`config.mk`:
```
export PLATFORM = sky130hd
export DESIGN_NAME = lane_parity_unit
export DESIGN_NICKNAME = d
export VERILOG_FILES = /design/src/rtl/lane_par_pkg.sv /design/src/rtl/lane_par_tree.sv /design/src/rtl/lane_par_subst.sv /design/src/rtl/lane_parity_unit.sv
export SDC_FILE = /design/constraint.sdc
export NUM_CORES = 1
export LEC_CHECK = 0
export BUFFER_PORTS_ARGS = -buffer_cell sky130_fd_sc_hd__buf_2
export CAP_MARGIN = 20
export CORE_ASPECT_RATIO = 1.5
export CORE_MARGIN = 1.5
export CORE_UTILIZATION = 49
export DETAILED_ROUTE_END_ITERATION = 16
export PLACE_DENSITY = 0.84
export SKIP_CTS_REPAIR_TIMING = 1
export SYNTH_ARGS = -nofsm -noshare
export SYNTH_HDL_FRONTEND = slang
export SYNTH_SLANG_ARGS = --single-unit
```
`constraint.sdc`:
```
create_clock -name clk -period 4.3 [get_ports clk]
set_input_delay 0.645 -clock clk [delete_from_list [all_inputs] [get_ports clk]]
set_output_delay 0.645 -clock clk [all_outputs]
set_load 0.01 [all_outputs]
```
`src/rtl/lane_par_pkg.sv`:
```
package lane_par_pkg;

    typedef enum logic {
        SENSE_EVEN = 1'b0,
        SENSE_ODD  = 1'b1
    } par_sense_e;

    // parity bit that completes a lane whose data bits reduce to data_xor
    function automatic logic fill_bit(input logic data_xor, input par_sense_e sense);
        return (sense == SENSE_ODD) ? ~data_xor : data_xor;
    endfunction

    // lane violates the sense when the full lane reduces to full_xor
    function automatic logic lane_bad(input logic full_xor, input par_sense_e sense);
        return (sense == SENSE_ODD) ? ~full_xor : full_xor;
    endfunction

endpackage

```
`src/rtl/lane_par_tree.sv`:
```
module lane_par_tree #(
    parameter int LANES     = 4,
    parameter int DATA_BITS = 8
) (
    input  logic [LANES*(DATA_BITS+1)-1:0] word_i,
    output logic [LANES-1:0]               data_xor_o
);
    localparam int LW = DATA_BITS + 1;

    for (genvar l = 0; l < LANES; l++) begin : g_lane
        always_comb begin
            data_xor_o[l] = ^word_i[l*LW +: DATA_BITS];
        end
    end
endmodule

```
`src/rtl/lane_par_subst.sv`:
```
module lane_par_subst #(
    parameter int LANES     = 4,
    parameter int DATA_BITS = 8
) (
    input  logic [LANES*(DATA_BITS+1)-1:0] word_i,
    input  logic [LANES-1:0]               data_xor_i,
    input  logic                           sense_i,
    input  logic                           gen_i,
    output logic [LANES*(DATA_BITS+1)-1:0] word_o
);
    import lane_par_pkg::*;
    localparam int LW = DATA_BITS + 1;

    for (genvar l = 0; l < LANES; l++) begin : g_lane
        always_comb begin
            word_o[l*LW +: DATA_BITS] = word_i[l*LW +: DATA_BITS];
            word_o[l*LW + DATA_BITS]  = gen_i ? fill_bit(data_xor_i[l], par_sense_e'(sense_i))
                                              : word_i[l*LW + DATA_BITS];
        end
    end
endmodule

```
`src/rtl/lane_parity_unit.sv`:
```
module lane_parity_unit #(
    parameter int LANES     = 4,
    parameter int DATA_BITS = 8
) (
    input  logic                           clk,
    input  logic                           rst_n,
    input  logic                           odd_sel,
    input  logic                           gen_en,
    input  logic                           rd_req,
    input  logic                           mb_sel,
    input  logic [LANES*(DATA_BITS+1)-1:0] bus_in,
    input  logic [LANES*(DATA_BITS+1)-1:0] mbox_word,
    input  logic [LANES*(DATA_BITS+1)-1:0] fifo_word,
    input  logic                           fifo_load,
    output logic [LANES*(DATA_BITS+1)-1:0] rd_data,
    output logic                           perr_n
);
    import lane_par_pkg::*;

    localparam int LW = DATA_BITS + 1;
    localparam int W  = LANES * LW;

    typedef struct packed {
        logic [W-1:0] fifo_out;
    } state_t;

    state_t state_d, state_q;

    logic             mbox_gen;
    logic [W-1:0]     shared_src;
    logic [LANES-1:0] shared_xor;
    logic [LANES-1:0] lane_fail;
    logic [W-1:0]     mbox_path;
    logic [LANES-1:0] fifo_xor;
    logic [W-1:0]     fifo_path;

    // shared tree: generates for a mailbox read, otherwise checks the bus
    assign mbox_gen   = rd_req & mb_sel & gen_en;
    assign shared_src = mbox_gen ? mbox_word : bus_in;

    lane_par_tree #(.LANES(LANES), .DATA_BITS(DATA_BITS)) u_shared_tree (
        .word_i     (shared_src),
        .data_xor_o (shared_xor)
    );

    for (genvar l = 0; l < LANES; l++) begin : g_check
        always_comb begin
            lane_fail[l] = lane_bad(shared_xor[l] ^ bus_in[l*LW + DATA_BITS],
                                    par_sense_e'(odd_sel));
        end
    end

    lane_par_subst #(.LANES(LANES), .DATA_BITS(DATA_BITS)) u_mbox_subst (
        .word_i     (mbox_word),
        .data_xor_i (shared_xor),
        .sense_i    (odd_sel),
        .gen_i      (mbox_gen),
        .word_o     (mbox_path)
    );

    // dedicated tree between memory read and output register
    lane_par_tree #(.LANES(LANES), .DATA_BITS(DATA_BITS)) u_fifo_tree (
        .word_i     (fifo_word),
        .data_xor_o (fifo_xor)
    );

    lane_par_subst #(.LANES(LANES), .DATA_BITS(DATA_BITS)) u_fifo_subst (
        .word_i     (fifo_word),
        .data_xor_i (fifo_xor),
        .sense_i    (odd_sel),
        .gen_i      (gen_en),
        .word_o     (fifo_path)
    );

    always_comb begin
        state_d = state_q;
        if (fifo_load) begin
            state_d.fifo_out = fifo_path;
        end
    end

    always_ff @(posedge clk or negedge rst_n) begin
        if (!rst_n) begin
            state_q <= '0;
        end else begin
            state_q <= state_d;
        end
    end

    assign rd_data = mb_sel ? mbox_path : state_q.fifo_out;
    assign perr_n  = mbox_gen | ~(|lane_fail);

endmodule

```
Yosys cells after proc, flatten, opt, wreduce, memory -nomap -nowiden
Cells that the tools add are included.
{"block": "word_totals", "inputBits": 115, "reg_bits": 36, "output_inout_bits": 37, "wordCells": 52}
{"block": "op_classes", "bitwise": 20, "n_reduce_logical": 9, "mux": 22}
{"operator": "parity 8 bit", "count": 8}
{"operator": "2-to-1 mux 36 bit", "count": 1}
{"operator": "2-to-1 mux 35 bit", "count": 1}
{"operator": "2-to-1 mux 1 bit", "count": 20}
{"operator": "NOT 1 bit", "count": 13}
{"operator": "OR reduction 4 bit", "count": 1}
{"operator": "bitwise XOR 1 bit", "count": 4}
{"operator": "AND 1 bit", "count": 2}
{"operator": "bitwise OR 1 bit", "count": 1}

Depth between registers and ports, before layout
{"block": "logic_depth", "depth_word": 10, "depth_mapped": 6, "mapped_depth_nobuf": 6}

Hierarchy
From an unflattened synthesis, not the netlist that was laid out.
{"block": "hier_totals", "cells_unflattened": 314, "area_unflattened_um2": 3482.1}
{"mod": "lane_parity_unit", "area_each_um2": 2338.5, "seq_area_each_um2": 900.9, "cells_each": 166, "n_inst": 1}
{"mod": "lane_par_subst", "area_each_um2": 326.6, "seq_area_each_um2": 0.0, "cells_each": 46, "n_inst": 2}
{"mod": "lane_par_tree", "area_each_um2": 245.2, "seq_area_each_um2": 0.0, "cells_each": 28, "n_inst": 2}

Least setup slack after synthesis
OpenSTA, ideal clock, no wires.
{"block": "synth_timing", "path_kind": "input -> output", "startpoint": "input port mbox_word[16]", "endpoint": "output port perr_n", "n_path_buf": 0, "stages": 6, "required_ps": 3655, "arrival_time_ps": 1917, "setup_slack_ps": 1738, "path_cell_list": "xnor2_1 -> xnor2_1 -> xnor3_1 -> nor2_1 -> o21ai_1 -> o31ai_1"}
{"block": "synth_via", "elab_chain_len": 8}
{"element": "start: declaration", "line_no": "lane_parity_unit.sv:12", "source": "input logic [LANES*(DATA_BITS+1)-1:0] mbox_word,"}
{"element": "2-to-1 mux 35 bit *", "line_no": "lane_parity_unit.sv:39", "source": "assign shared_src = mbox_gen ? mbox_word : bus_in;"}
{"element": "parity 8 bit *", "line_no": "lane_par_tree.sv:12", "source": "data_xor_o[l] = ^word_i[l*LW +: DATA_BITS];"}
{"element": "bitwise XOR 1 bit *", "line_no": "lane_parity_unit.sv:48", "source": "lane_fail[l] = lane_bad(shared_xor[l] ^ bus_in[l*LW + DATA_BITS],"}
{"element": "NOT 1 bit", "line_no": "lane_par_pkg.sv:15", "source": "return (sense == SENSE_ODD) ? ~full_xor : full_xor;"}
{"element": "2-to-1 mux 1 bit *", "line_no": "lane_par_pkg.sv:15"}
{"element": "OR reduction 4 bit *", "line_no": "lane_parity_unit.sv:91", "source": "assign perr_n = mbox_gen | ~(|lane_fail);"}
{"element": "NOT 1 bit *", "line_no": "lane_parity_unit.sv:91"}
{"element": "bitwise OR 1 bit *", "line_no": "lane_parity_unit.sv:91"}
{"element": "end: declaration", "line_no": "lane_parity_unit.sv:16", "source": "output logic perr_n"}
Every way passes the cells marked *; elsewhere a longest branch is shown, timed or not.

Worst setup path after layout
{"block": "layout_timing", "startpoint": "input port mbox_word[11]", "endpoint": "output port perr_n"}
The elaborated chain is that of the path after synthesis.

==> flow_summary.toml <==
[run_status]
outcome = "finished, final reports clean"

[timing]
finClkSkew_ns = 0
setup_tns_ns = 0
holdWs_ns = 0.444
max-slew-margin-rel_pct = 42.9
max_freq_mhz = 355
timing.final.crit_share_pct = 65.5
max_slew.worst_pin.slew_ns = 0.856
period_needed_ns = 2.82
rsz0062_at_grt = "no"
finalHoldViolCount = 0
drv_slew = 0
finalSetupViolations = 0
setup_slack_ns = 1.48

[synth]
syn_area_per_cell_sq_um = 11.5
synthTopCellsByArea = "dfrtp_1 (32%), xnor2_1 (27%), mux2_2 (26%)"
synthArstFlopShare_pct = 100
yosys_warnings = 0
synth-edff-count = 0
synthCells = 241
synth-seq-cells = 36
synth_most_common_cell = "xnor2_1"
synthDominantAreaCellType = "dfrtp_1"
synthDistinctLibCells = 22
synth_common_cells = "xnor2_1 (86), mux2_2 (65), dfrtp_1 (36)"
syn_nets = 356
synth_ff_type = "dfrtp_1"
yosysSeqAreaShare_pct = 32.4
synth_top_area_share_pct = 32.4
syn_area_sq_um = 2780

[floorplanning]
num_io_pins = 152
chipWidth_um = 64.5
die_y_um = 95.3
initial_core_util_pct = 51.0
core_sq_um = 5450
core.rowCount = 33
die-area_sq_um = 6150

[run]
cap_violations = 0

[cts]
numCtsBuffers = 5
htreeDepth = 2
cts_root_buffer = "clkbuf_8"
tritoncts = "built"
clk_latency_ns = 0.28
clkTransAtPathRegs_ns = 0.08
cts_sinks = 36
cts_max_path_buffers = 2

[detailed_routing]
wire_per_inst_um = 14.5
drt-vias-per-instance = 5.00
wl_um = 6690
drtIter0Drc = 31
ant_nets = 0
first_pass_iters = 4
vias = 2307
route.detailed.drc = 0

[finish]
final_util_pct = 67.9
finalNonFillerCells = 461
drive_gt1_share_pct = 58.3
fin_nets = 505
syn_to_final_growth_pct = 33.1
antenna_cells = 0
reg.largest.list = "state_q x36"
largest_register = "state_q"
largest_reg_flops = 36
final_area_sq_um = 3700

[placement]
io_buffers = 151
place_hpwl_um = 5340
dp_cells = 453
dp_slack_ns = 1.47
routabilityCongestion = 0.769
placed_area_sq_um = 3580

[pwr]
total_power_mw = 1.19
leakagePower_nw = 1.69
ir_worst_vdd_uv = 256
p_per_area_nw_per_um2 = 321

[setup_path]
reg2reg_slack_ns = 3.53
critPathRequiredTime_ns = 3.65
path_max_fanout = 2
reg2reg_from = "state_q[15]"
crit_start = "mbox_word[11]"
worstSetupEndpointType = "output pin"
critical_path_arrival_ns = 2.17
r2r-end = "state_q[15]"
endpoint = "perr_n"
r2r_cells = 1
path_class = "in2out"
start_kind = "input port"

[global_route]
grt_max_degree = 41
grt_remaining_overflow = 0
grt_first_pass_wirelength_um = 10600
antenna_found_initial = 0
grt_util_all_layers_pct = 22.6
grt_pass1_vias = 2340

[worst_hold_path]
hold_class = "in2async"
report_power, final:
| group | total (mW) | switching (mW) | leakage [nW] | internal, mW |
|---|---|---|---|---|
| Clock | 0.326 | 0.121 | 0.0645 | 0.205 |
| Sequential | 0.398 | 0.0208 | 0.419 | 0.377 |
| Combinational | 0.464 | 0.207 | 1.21 | 0.257 |
| Total | 1.19 | 0.349 | 1.69 | 0.839 |
kinds of logic after synthesis:
| kind of cell | after synthesis | synth area share (%) |
|---|---|---|
| XOR/XNOR | 98 | 32.1 |
| multiplexers | 73 | 29.2 |
| flip-flops | 36 | 32.4 |
| AO/OA/AOI/OAI | 12 | 2.43 |
| buffers and inverters | 12 | 2.29 |
| AND/OR/NAND/NOR | 10 | 1.57 |
final cells by class:
cell class / count / area, sq um
Clock buffer: 7 / 96.3
Clock inverter: 1 / 30.0
Fill cell: 451 / 1750
Inverter: 2 / 7.51
Multi-Input combinational cell: 193 / 1820
Sequential cell: 36 / 901
Tap cell: 70 / 87.6
Timing Repair Buffer: 152 / 763
layer usage:
layer | wire length (um) | track usage (%) | up-vias
met4 | 102 | 7.80 | 0
met3 | 409 | 4.13 | 6
li1 | - | - | 1113
met1 | 2360 | 23.3 | 1093
met5 | 0 | 0 | -
met2 | 3810 | 44.8 | 95
how the worst min path moves through the flow:
stage | cells past startpoint | end | from | slack, ns
floorplan | 0 | state_q[0] | rst_n | 0.35
global placement | 1 | state_q[1] | state_q[1] | 0.49
detailed placement | 1 | state_q[1] | state_q[1] | 0.49
CTS | 1 | state_q[13] | rst_n | 0.47
global route | 1 | state_q[13] | rst_n | 0.51
finish | 1 | state_q[13] | rst_n | 0.44
layout by cell type, fill, tap and decap left out, drive strengths merged:
master / instances
bufinv: 1
clkbuf: 7
a21oi: 5
inv: 2
o31ai: 1
nand2: 3
o21ai: 4
xnor2: 87
a221oi: 1
xnor3: 2
nand3: 1
mux2i: 8
nor2: 6
dfrtp: 36
o22ai: 1
buf: 152
xor2: 9
mux2: 65
critical path, stage by stage:
cell and delay [ns]:
buf_2 0.11, xnor2_1 0.29, xnor2_2 0.20, xnor3_1 0.37
nor2_1 0.10, o21ai_1 0.06, o31ai_1 0.23, buf_2 0.17
Note: power is estimated with default switching activity, not from simulation.
